`config.mk`:
```
export PLATFORM = sky130hd
export DESIGN_NAME = rng_alarm_ctrl
export DESIGN_NICKNAME = d
export VERILOG_FILES = /design/src/rtl/rngc_pkg.sv /design/src/rtl/rngc_fill.sv /design/src/rtl/rngc_alarm.sv /design/src/rtl/rng_alarm_ctrl.sv
export SDC_FILE = /design/constraint.sdc
export NUM_CORES = 1
export LEC_CHECK = 0
export BUFFER_PORTS_ARGS = -buffer_cell sky130_fd_sc_hd__buf_2
export CORE_UTILIZATION = 40
export CTS_CLUSTER_SIZE = 16
export DETAILED_ROUTE_END_ITERATION = 10
export GPL_TIMING_DRIVEN = 0
export MAX_ROUTING_LAYER = met4
export PLACE_DENSITY = 0.64
export SETUP_SLACK_MARGIN = 0.4
export SLEW_MARGIN = 20
export SYNTH_ARGS = -nofsm -noshare
export SYNTH_HDL_FRONTEND = slang
export SYNTH_SLANG_ARGS = --single-unit
```
`constraint.sdc`:
```
create_clock -name clk -period 6.2 [get_ports clk]
set_input_delay 1.24 -clock clk [delete_from_list [all_inputs] [get_ports clk]]
set_output_delay 1.24 -clock clk [all_outputs]
set_load 0.1 [all_outputs]
```
`src/rtl/rngc_pkg.sv`:
```
package rngc_pkg;
    localparam int NUM_WORDS = 4;
    localparam int DATA_W    = 32;

    localparam logic [7:0] A_WORD0  = 8'h00;
    localparam logic [7:0] A_STATUS = 8'h10;
    localparam logic [7:0] A_CTRL   = 8'h14;
    localparam logic [7:0] A_CFG    = 8'h18;
    localparam logic [7:0] A_THRESH = 8'h1C;
    localparam logic [7:0] A_OSC_EN = 8'h20;
    localparam logic [7:0] A_DETUNE = 8'h24;
    localparam logic [7:0] A_MASK   = 8'h28;
    localparam logic [7:0] A_STOP   = 8'h2C;
    localparam logic [7:0] A_OPTS   = 8'h78;
    localparam logic [7:0] A_REV    = 8'h7C;

    localparam int CTRL_GEN = 10;
    localparam logic [31:0] CTRL_WMASK = 32'h0000_04FE;
    localparam logic [31:0] CFG_WMASK  = 32'hFFFF_00FF;

    typedef enum logic [1:0] {GEN_OFF, GEN_FILL, GEN_SETTLE, GEN_HOLD} gen_state_e;
    typedef enum logic [1:0] {ALM_ARMED, ALM_WARNED, ALM_TRIPPED} alm_state_e;
endpackage

```
`src/rtl/rngc_fill.sv`:
```
module rngc_fill
    import rngc_pkg::*;
(
    input  logic                                 clk,
    input  logic                                 rst_n,
    input  logic                                 gen_en,
    input  logic [7:0]                           settle_cyc,
    input  logic                                 ready_q,
    input  logic [DATA_W-1:0]                    noise_word,
    output logic                                 noise_take,
    output logic                                 ready_set,
    output logic                                 stuck_set,
    output logic [NUM_WORDS-1:0][DATA_W-1:0]     words
);
    localparam int IDX_W = $clog2(NUM_WORDS);

    gen_state_e state_q, state_d;
    logic [IDX_W-1:0] idx_q;
    logic [7:0]       wcnt_q;
    logic [DATA_W-1:0] prev_q;
    logic             prev_vld_q;
    logic [8:0]       lim;
    logic             settle_done;

    assign lim         = (settle_cyc == 8'd0) ? 9'd1 : {1'b0, settle_cyc};
    assign settle_done = ({1'b0, wcnt_q} + 9'd1) >= lim;

    always_ff @(posedge clk or negedge rst_n) begin
        if (!rst_n) state_q <= GEN_OFF;
        else        state_q <= state_d;
    end

    always_comb begin
        state_d = state_q;
        unique case (state_q)
            GEN_OFF:    if (gen_en && !ready_q) state_d = GEN_FILL;
            GEN_FILL:   if (!gen_en) state_d = GEN_OFF;
                        else if (idx_q == IDX_W'(NUM_WORDS - 1)) state_d = GEN_SETTLE;
            GEN_SETTLE: if (!gen_en) state_d = GEN_OFF;
                        else if (settle_done) state_d = GEN_HOLD;
            GEN_HOLD:   if (!gen_en) state_d = GEN_OFF;
                        else if (!ready_q) state_d = GEN_FILL;
            default:    state_d = GEN_OFF;
        endcase
    end

    always_comb begin
        noise_take = (state_q == GEN_FILL) && gen_en;
        ready_set  = (state_q == GEN_SETTLE) && gen_en && settle_done;
        stuck_set  = noise_take && prev_vld_q && (noise_word == prev_q);
    end

    always_ff @(posedge clk or negedge rst_n) begin
        if (!rst_n) begin
            idx_q      <= '0;
            wcnt_q     <= '0;
            prev_q     <= '0;
            prev_vld_q <= 1'b0;
        end else begin
            if (noise_take) begin
                idx_q      <= (idx_q == IDX_W'(NUM_WORDS - 1)) ? '0 : idx_q + 1'b1;
                prev_q     <= noise_word;
                prev_vld_q <= 1'b1;
            end else if (state_q != GEN_FILL) begin
                idx_q <= '0;
            end
            wcnt_q <= (state_q == GEN_SETTLE) ? wcnt_q + 8'd1 : 8'd0;
        end
    end

    for (genvar gw = 0; gw < NUM_WORDS; gw++) begin : g_word
        always_ff @(posedge clk or negedge rst_n) begin
            if (!rst_n)
                words[gw] <= '0;
            else if (noise_take && idx_q == IDX_W'(gw))
                words[gw] <= noise_word;
        end
    end
endmodule

```
`src/rtl/rngc_alarm.sv`:
```
module rngc_alarm
    import rngc_pkg::*;
#(
    parameter int NUM_OSC = 8
) (
    input  logic               clk,
    input  logic               rst_n,
    input  logic [NUM_OSC-1:0] osc_alarm,
    input  logic [7:0]         thresh,
    input  logic               mask_we,
    input  logic               en_we,
    input  logic [31:0]        wdata,
    output logic [NUM_OSC-1:0] osc_en,
    output logic [NUM_OSC-1:0] stop_q,
    output logic [NUM_OSC-1:0] mask_q,
    output logic               shut_set
);
    alm_state_e state_q, state_d;
    logic [7:0]         cnt_q;
    logic [NUM_OSC-1:0] live;
    logic               hit, evt, restart;
    logic [8:0]         thr;

    assign live    = osc_alarm & ~mask_q;
    assign hit     = |live;
    assign thr     = (thresh == 8'd0) ? 9'd1 : {1'b0, thresh};
    assign evt     = hit && (({1'b0, cnt_q} + 9'd1) >= thr);
    assign restart = en_we && (&wdata);

    always_ff @(posedge clk or negedge rst_n) begin
        if (!rst_n) state_q <= ALM_ARMED;
        else        state_q <= state_d;
    end

    always_comb begin
        state_d = state_q;
        unique case (state_q)
            ALM_ARMED:   if (evt) state_d = ALM_WARNED;
            ALM_WARNED:  if (evt) state_d = ALM_TRIPPED;
            ALM_TRIPPED: state_d = ALM_TRIPPED;
            default:     state_d = ALM_ARMED;
        endcase
        if (restart) state_d = ALM_ARMED;
    end

    always_comb begin
        shut_set = evt && !en_we && (state_q != ALM_ARMED);
    end

    always_ff @(posedge clk or negedge rst_n) begin
        if (!rst_n) begin
            cnt_q  <= '0;
            osc_en <= '0;
            stop_q <= '0;
            mask_q <= '0;
        end else begin
            if (mask_we) mask_q <= wdata[NUM_OSC-1:0];
            if (restart)  cnt_q <= '0;
            else if (hit) cnt_q <= evt ? 8'd0 : cnt_q + 8'd1;
            if (en_we) begin
                osc_en <= wdata[NUM_OSC-1:0];
                if (restart) stop_q <= '0;
            end else if (shut_set) begin
                stop_q <= stop_q | (live & osc_en);
                osc_en <= osc_en & ~live;
            end
        end
    end
endmodule

```
`src/rtl/rng_alarm_ctrl.sv`:
```
module rng_alarm_ctrl
    import rngc_pkg::*;
#(
    parameter int NUM_OSC   = 8,
    parameter int REV_MAJOR = 2,
    parameter int REV_MINOR = 1,
    parameter int REV_PATCH = 3
) (
    input  logic               clk,
    input  logic               rst_n,
    input  logic               wr_en,
    input  logic [7:0]         addr,
    input  logic [31:0]        wdata,
    output logic [31:0]        rdata,
    input  logic [31:0]        noise_word,
    output logic               noise_take,
    input  logic [4:0]         hc_fail,
    input  logic [NUM_OSC-1:0] osc_alarm,
    output logic [NUM_OSC-1:0] osc_en,
    output logic               irq
);
    localparam logic [31:0] REV_VAL = {4'h0, 4'(REV_MAJOR), 4'(REV_MINOR), 4'(REV_PATCH), 16'h0};
    localparam logic [31:0] OPT_VAL = {16'h0, 8'(NUM_OSC), 8'(NUM_WORDS)};

    logic [7:0]  status_q;
    logic [31:0] ctrl_q, cfg_q, detune_q;
    logic [7:0]  thresh_q;
    logic        ready_set, stuck_set, shut_set;
    logic [7:0]  set_vec, clr_vec;
    logic [NUM_OSC-1:0] stop_q, mask_q;
    logic [NUM_WORDS-1:0][DATA_W-1:0] words;

    rngc_fill u_fill (
        .clk(clk), .rst_n(rst_n), .gen_en(ctrl_q[CTRL_GEN]),
        .settle_cyc(cfg_q[7:0]), .ready_q(status_q[0]),
        .noise_word(noise_word), .noise_take(noise_take),
        .ready_set(ready_set), .stuck_set(stuck_set), .words(words)
    );

    rngc_alarm #(.NUM_OSC(NUM_OSC)) u_alarm (
        .clk(clk), .rst_n(rst_n), .osc_alarm(osc_alarm), .thresh(thresh_q),
        .mask_we(wr_en && addr == A_MASK), .en_we(wr_en && addr == A_OSC_EN),
        .wdata(wdata), .osc_en(osc_en), .stop_q(stop_q), .mask_q(mask_q),
        .shut_set(shut_set)
    );

    assign set_vec = {hc_fail, stuck_set, shut_set, ready_set};
    assign clr_vec = (wr_en && addr == A_STATUS) ? wdata[7:0] : 8'h00;

    always_ff @(posedge clk or negedge rst_n) begin
        if (!rst_n) begin
            status_q <= '0;
            ctrl_q   <= '0;
            cfg_q    <= '0;
            thresh_q <= '0;
            detune_q <= '0;
        end else begin
            status_q <= (status_q & ~clr_vec) | set_vec;
            if (wr_en) begin
                unique case (addr)
                    A_CTRL:   ctrl_q   <= wdata & CTRL_WMASK;
                    A_CFG:    cfg_q    <= wdata & CFG_WMASK;
                    A_THRESH: thresh_q <= wdata[7:0];
                    A_DETUNE: detune_q <= wdata;
                    default:  ;
                endcase
            end
        end
    end

    assign irq = |(status_q[7:1] & ctrl_q[7:1]);

    always_comb begin
        rdata = '0;
        if (addr[7:4] == 4'h0 && addr[1:0] == 2'b00) begin
            rdata = words[addr[3:2]];
        end else begin
            case (addr)
                A_STATUS: rdata = {24'h0, status_q};
                A_CTRL:   rdata = ctrl_q;
                A_CFG:    rdata = cfg_q;
                A_THRESH: rdata = {24'h0, thresh_q};
                A_OSC_EN: rdata = 32'(osc_en);
                A_DETUNE: rdata = detune_q;
                A_MASK:   rdata = 32'(mask_q);
                A_STOP:   rdata = 32'(stop_q);
                A_OPTS:   rdata = OPT_VAL;
                A_REV:    rdata = REV_VAL;
                default:  rdata = '0;
            endcase
        end
    end
endmodule

```
Word level (Yosys, flattened, before mapping)
Index checks and enable logic that the tools add are counted.
{ "totals": {"ff_bits": 287, "latchBits": 0, "ramBits": 0, "rom_bits": 0, "in_bits": 88, "output_inout_bits": 42, "wordCells": 136, "memories": 0} }
{ "op_classes": {"add_sub_neg": 5, "mul": 0, "n_div": 0, "order_cmp": 3, "n_eq_ne": 27, "shift": 0, "mux": 31, "bitwise_logic": 10, "n_reduce_logical": 41} }
{ "op_table": {"columns": ["op", "count"], "rows": [
  ["$pmux 32 s10", 1],
  ["$mux 8", 12],
  ["$bmux 32 s2", 1],
  ["$mux 32", 2],
  ["$and 8x8->8", 4],
  ["$eq 32x32->1", 1],
  ["$eq 8x5->1 const B", 4],
  ["$eq 8x6->1 const B", 4],
  ["$reduce_and 32->1", 1],
  ["$mux 2", 13],
  ["$not 8->8", 3],
  ["$add 8x1->9 const B", 2],
  ["$ge 9x9->1", 2],
  ["$logic_and 1x1->1", 18],
  ["$add 8x1->8 const B", 2],
  ["$eq 8x7->1 const B", 2],
  ["$logic_not 8->1", 2],
  ["$or 8x8->8", 2],
  ["$reduce_and 2->1", 6],
  ["$eq 2x2->1 const B", 5],
  ["$logic_not 2->1", 4],
  ["$pmux 2 s4", 1],
  ["$reduce_bool 2->1", 4],
  ["$reduce_or 8->1", 1],
  ["other kinds (14)", 20]
]} }

Longest topological paths before layout
{ "depth": {"ltp_word": 8, "depth_mapped": 13} }

Modules after synthesis
A second synthesis with hierarchy kept.
{ "unflattened": {"cells_unflattened": 1101, "hier_area_um2": 14313.7} }
{ "modules_own_cells": {"columns": ["mod", "instances", "cells_each", "area_each_um2", "seq_area_each_um2"], "rows": [
  ["rngc_fill", 1, 540, 7349.5, 4329.2],
  ["rng_alarm_ctrl", 1, 368, 4988.5, 2001.9],
  ["rngc_alarm", 1, 193, 1975.6, 850.8]
]} }

Worst setup path before layout
No wires, ideal clock.
{ "synth_path": {"path_kind": "input to output", "start": "input addr[1]", "end": "output rdata[11]", "arrival_time_ps": 3763, "required_ps": 4960, "slack_ps": 1197, "stages": 3, "n_path_buf": 0, "cell_sequence": "nor2_1 -> nand3b_1 -> o21ai_0"} }
{ "synth_between": {"elab_chain_cells": 3, "elab_cells_between_ends": 14} }
{ "synth_rtl": {"columns": ["element", "line", "text"], "rows": [
  ["from (decl)", "rng_alarm_ctrl.sv:12", "input logic [7:0] addr,"],
  ["$eq 8x7->1, or another cell as far along", "rng_alarm_ctrl.sv:78", "case (addr)"],
  ["$pmux 32 s10 / $logic_and 1x1->1 (equally long branches)", "rng_alarm_ctrl.sv:78, rng_alarm_ctrl.sv:75", null],
  ["$mux 32 (*)", "rng_alarm_ctrl.sv:75", "if (addr[7:4] == 4'h0 && addr[1:0] == 2'b00) begin"],
  ["to (decl)", "rng_alarm_ctrl.sv:14", "output logic [31:0] rdata,"]
]} }
Mark *: on every way between the ends. The rest lies on a longest branch, timed or not.

Final worst setup path
{ "layout_path": {"start": "input addr[4]", "end": "output rdata[11]"} }
{ "layout_between": {"elab_chain_cells": 3, "elab_cells_between_ends": 14} }
{ "layout_rtl": {"columns": ["element", "line"], "rows": [
  ["$eq 8x7->1, or another cell as far along", "rng_alarm_ctrl.sv:78"],
  ["$pmux 32 s10 / $logic_and 1x1->1 (equally long branches)", "rng_alarm_ctrl.sv:78, rng_alarm_ctrl.sv:75"],
  ["$mux 32 (*)", "rng_alarm_ctrl.sv:75"]
]} }
Marks and branches as above.

==> impl_metrics.tcl <==
set metrics [dict create \
    slew-limit-headroom 0.340 \
    cts_max_level 1 \
    dr.pass1.iters 5 \
    post_cts_resized 0 \
    cts.reportedPaths.clkPinSlew_ns 0.06 \
    leakagePower_nw 7.25 \
    critPathLaunchType "input port" \
    vias_per_cell 5.51 \
    grt_pass1_vias 9952 \
    p_per_area_nw_per_um2 268 \
    drc_errors 0 \
    syn_area_sq_um 13700 \
    status "finished clean" \
    core_sq_um 33600 \
    track_usage 0.224 \
    worst_pin_slew_ns 0.981 \
    nFillCells 3005 \
    grt-ovfl-total 0 \
    synth_top_area_frac 0.524 \
    wl_per_cell_um 21.7 \
    ys_ff_latch 287 \
    synth_common_cells "dfrtp_1, mux2_2, nand2_1" \
    final_cell_area_sq_um 15900 \
    grt_max_degree 81 \
    syn_nets 1214 \
    clock_skew_ns 0.00813 \
    synth.avg_cell_area_sq_um 12.4 \
    drv_slew 0 \
    hold_viol 0 \
    yosys-top-cells-area "dfrtp_1, mux2_2, mux4_2" \
    io_pins 130 \
    period_needed_ns 5.32 \
    peakVddDrop_mv 0.219 \
    async_flop_share 1.00 \
    numClockSinks 287 \
    dp_worst_setup_slack_ns 0.918 \
    via_count 9555 \
    numCtsBuffers 30 \
    whs_ns 0.475 \
    drt_iter0_markers 706 \
    drive_above_1_share 0.337 \
    worstPathRequired_ns 4.96 \
    synth-edff-count 0 \
    postCtsHoldBufs 0 \
    rows 67 \
    grt_antenna_before_repair 3 \
    place_area_sq_um 15000 \
    yosysMostFrequentCell "dfrtp_1" \
    clk_latency_ns 0.55 \
    cts_tree "done" \
    holdCritPathClass "flip-flop to flip-flop" \
    path_class "input port to output port" \
    yosysSeqAreaShare 0.524 \
    place.gp.congestion 0.917 \
    ant_nets 0 \
    worstPathMaxFanout 10 \
    wirelength_um 37600 \
    dieArea_sq_um 35000 \
    post-route-period-util 0.859 \
    clk_path_buf_depth 3 \
    fmax_ghz 0.188 \
    synth_cell_type_count 52 \
    setup_viol 0 \
    final_nets 1376 \
    setup_ws_ns 0.876 \
    cp.arrival_ns 4.08 \
    ys_warn_count 0 \
    start_util 0.407 \
    syn_inst 1101 \
    port_buffers 127 \
    dp_hpwl_um 27300 \
    grt_pass1_wl_um 58300 \
    critPathCaptureType "output port" \
    drv_cap 0 \
    rsz0062_at_grt "false" \
    die_w_um 187 \
    cts_setup_buffers 0 \
    yosys_most_used_dff "dfrtp_1" \
    yosysTopAreaCell "dfrtp_1" \
    synthToLayoutAreaGrowth_pct 16.2 \
    fp.dieH_um 187 \
    fin_setup_tns_ns 0 \
    cts_root_buffer "clkbuf_16" \
]
==> state kept, by name, summed over array words and instances, names as in the netlist, 24 cells and up <==
| register | count |
|---|---|
| u_fill.words | 128 |
| detune_q | 32 |
| u_fill.prev_q | 32 |
| cfg_q | 24 |
==> report_power, final <==
part / internal [W] / switching, W
sequential: 0.00197 / 0.0000577
clock: 0.000968 / 0.000720
combinational: 0.000221 / 0.000324
total: 0.00316 / 0.00110
==> area by class of cell <==
type                            count  area, sq um  area share
Sequential cell                   287         7180       0.452
Multi-Input combinational cell    734         6200       0.390
Clock buffer                       46          882      0.0555
Timing Repair Buffer              130          728      0.0458
Tap cell                          448          561      0.0352
Buffer                             53          214      0.0135
Inverter                           27          101     0.00637
Clock inverter                      6         30.0     0.00189
Antenna cell                        3         7.51    0.000472
==> cells in the final DEF, fill, tap and decap left out, types with 17 or more instances in the layout <==
| cell type | netlist | final |
|---|---|---|
| a22oi_1 | 36 | 36 |
| buf_1 | 17 | 17 |
| buf_2 | 6 | 132 |
| clkbuf_1 | 29 | 39 |
| clkbuf_16 | 0 | 31 |
| dfrtp_1 | 287 | 287 |
| ha_1 | 25 | 25 |
| inv_1 | 26 | 26 |
| mux2_2 | 211 | 211 |
| mux4_2 | 33 | 33 |
| nand2_1 | 171 | 171 |
| nand3_1 | 23 | 23 |
| nand4_1 | 21 | 21 |
| xnor2_1 | 24 | 24 |
| xor2_1 | 20 | 20 |
==> layer usage <==
layer	track usage	share of wire	vias up
met5	-	0	-
met4	0.0722	0.033	0
met3	0.0319	0.044	68
met2	0.349	0.47	257
met1	0.302	0.45	4926
li1	-	-	4304
==> stage by stage <==
stage / power [W] / utilization / std cells
4_1_cts: 0.00430 / 0.473 / 1731
3_3_place_gp: 0.00258 / 0.443 / 1676
5_1_grt: 0.00443 / 0.473 / 1734
2_1_floorplan: 0.00237 / - / 1101
3_5_place_dp: 0.00260 / 0.446 / 1679
6_report: 0.00426 / 0.473 / 1734
==> logic make-up (layout without fill, tap and decap cells) <==
logic type,after synthesis,count (layout),share of synthesized area
AO/OA/AOI/OAI,117,117,0.0666
XOR/XNOR,44,44,0.0281
adder cells (fa/ha/maj),25,25,0.0228
buffers and inverters,80,262,0.0230
flip-flops,287,287,0.524
multiplexers,250,250,0.232
other,0,3,0
AND/OR/NAND/NOR,298,298,0.103
==> worst max-delay path, cell delays in order <==
cell      delay, ns
buf_2          0.12
or4b_1         0.50
buf_2          0.18
nor2_1         0.48
clkbuf_1       0.65
a22oi_1        0.22
o21ai_0        0.18
buf_2          0.50
==> path summary, 6_finish.rpt <==
kind | cells after the start | startpoint | endpoint | slack, ns
worst max-delay path | 8 | addr[4] | rdata[11] | 0.88
max in group asynchronous | 3 | rst_n | u_fill.words[111]$_DFFE_PN0P_ | 4.46
worst min register to register | 1 | u_fill.prev_vld_q$_DFFE_PN0P_ | u_fill.prev_vld_q$_DFFE_PN0P_ | 0.48
worst min-delay path | 1 | u_fill.prev_vld_q$_DFFE_PN0P_ | u_fill.prev_vld_q$_DFFE_PN0P_ | 0.48
worst max register to register | 12 | u_alarm.cnt_q[0]$_DFFE_PN0P_ | u_alarm.stop_q[5]$_DFFE_PN0P_ | 2.98
min in group asynchronous | 1 | rst_n | u_alarm.state_q[0]$_DFFE_PN0P_ | 0.59
No activity file was read; power rests on OpenSTA's default activity.
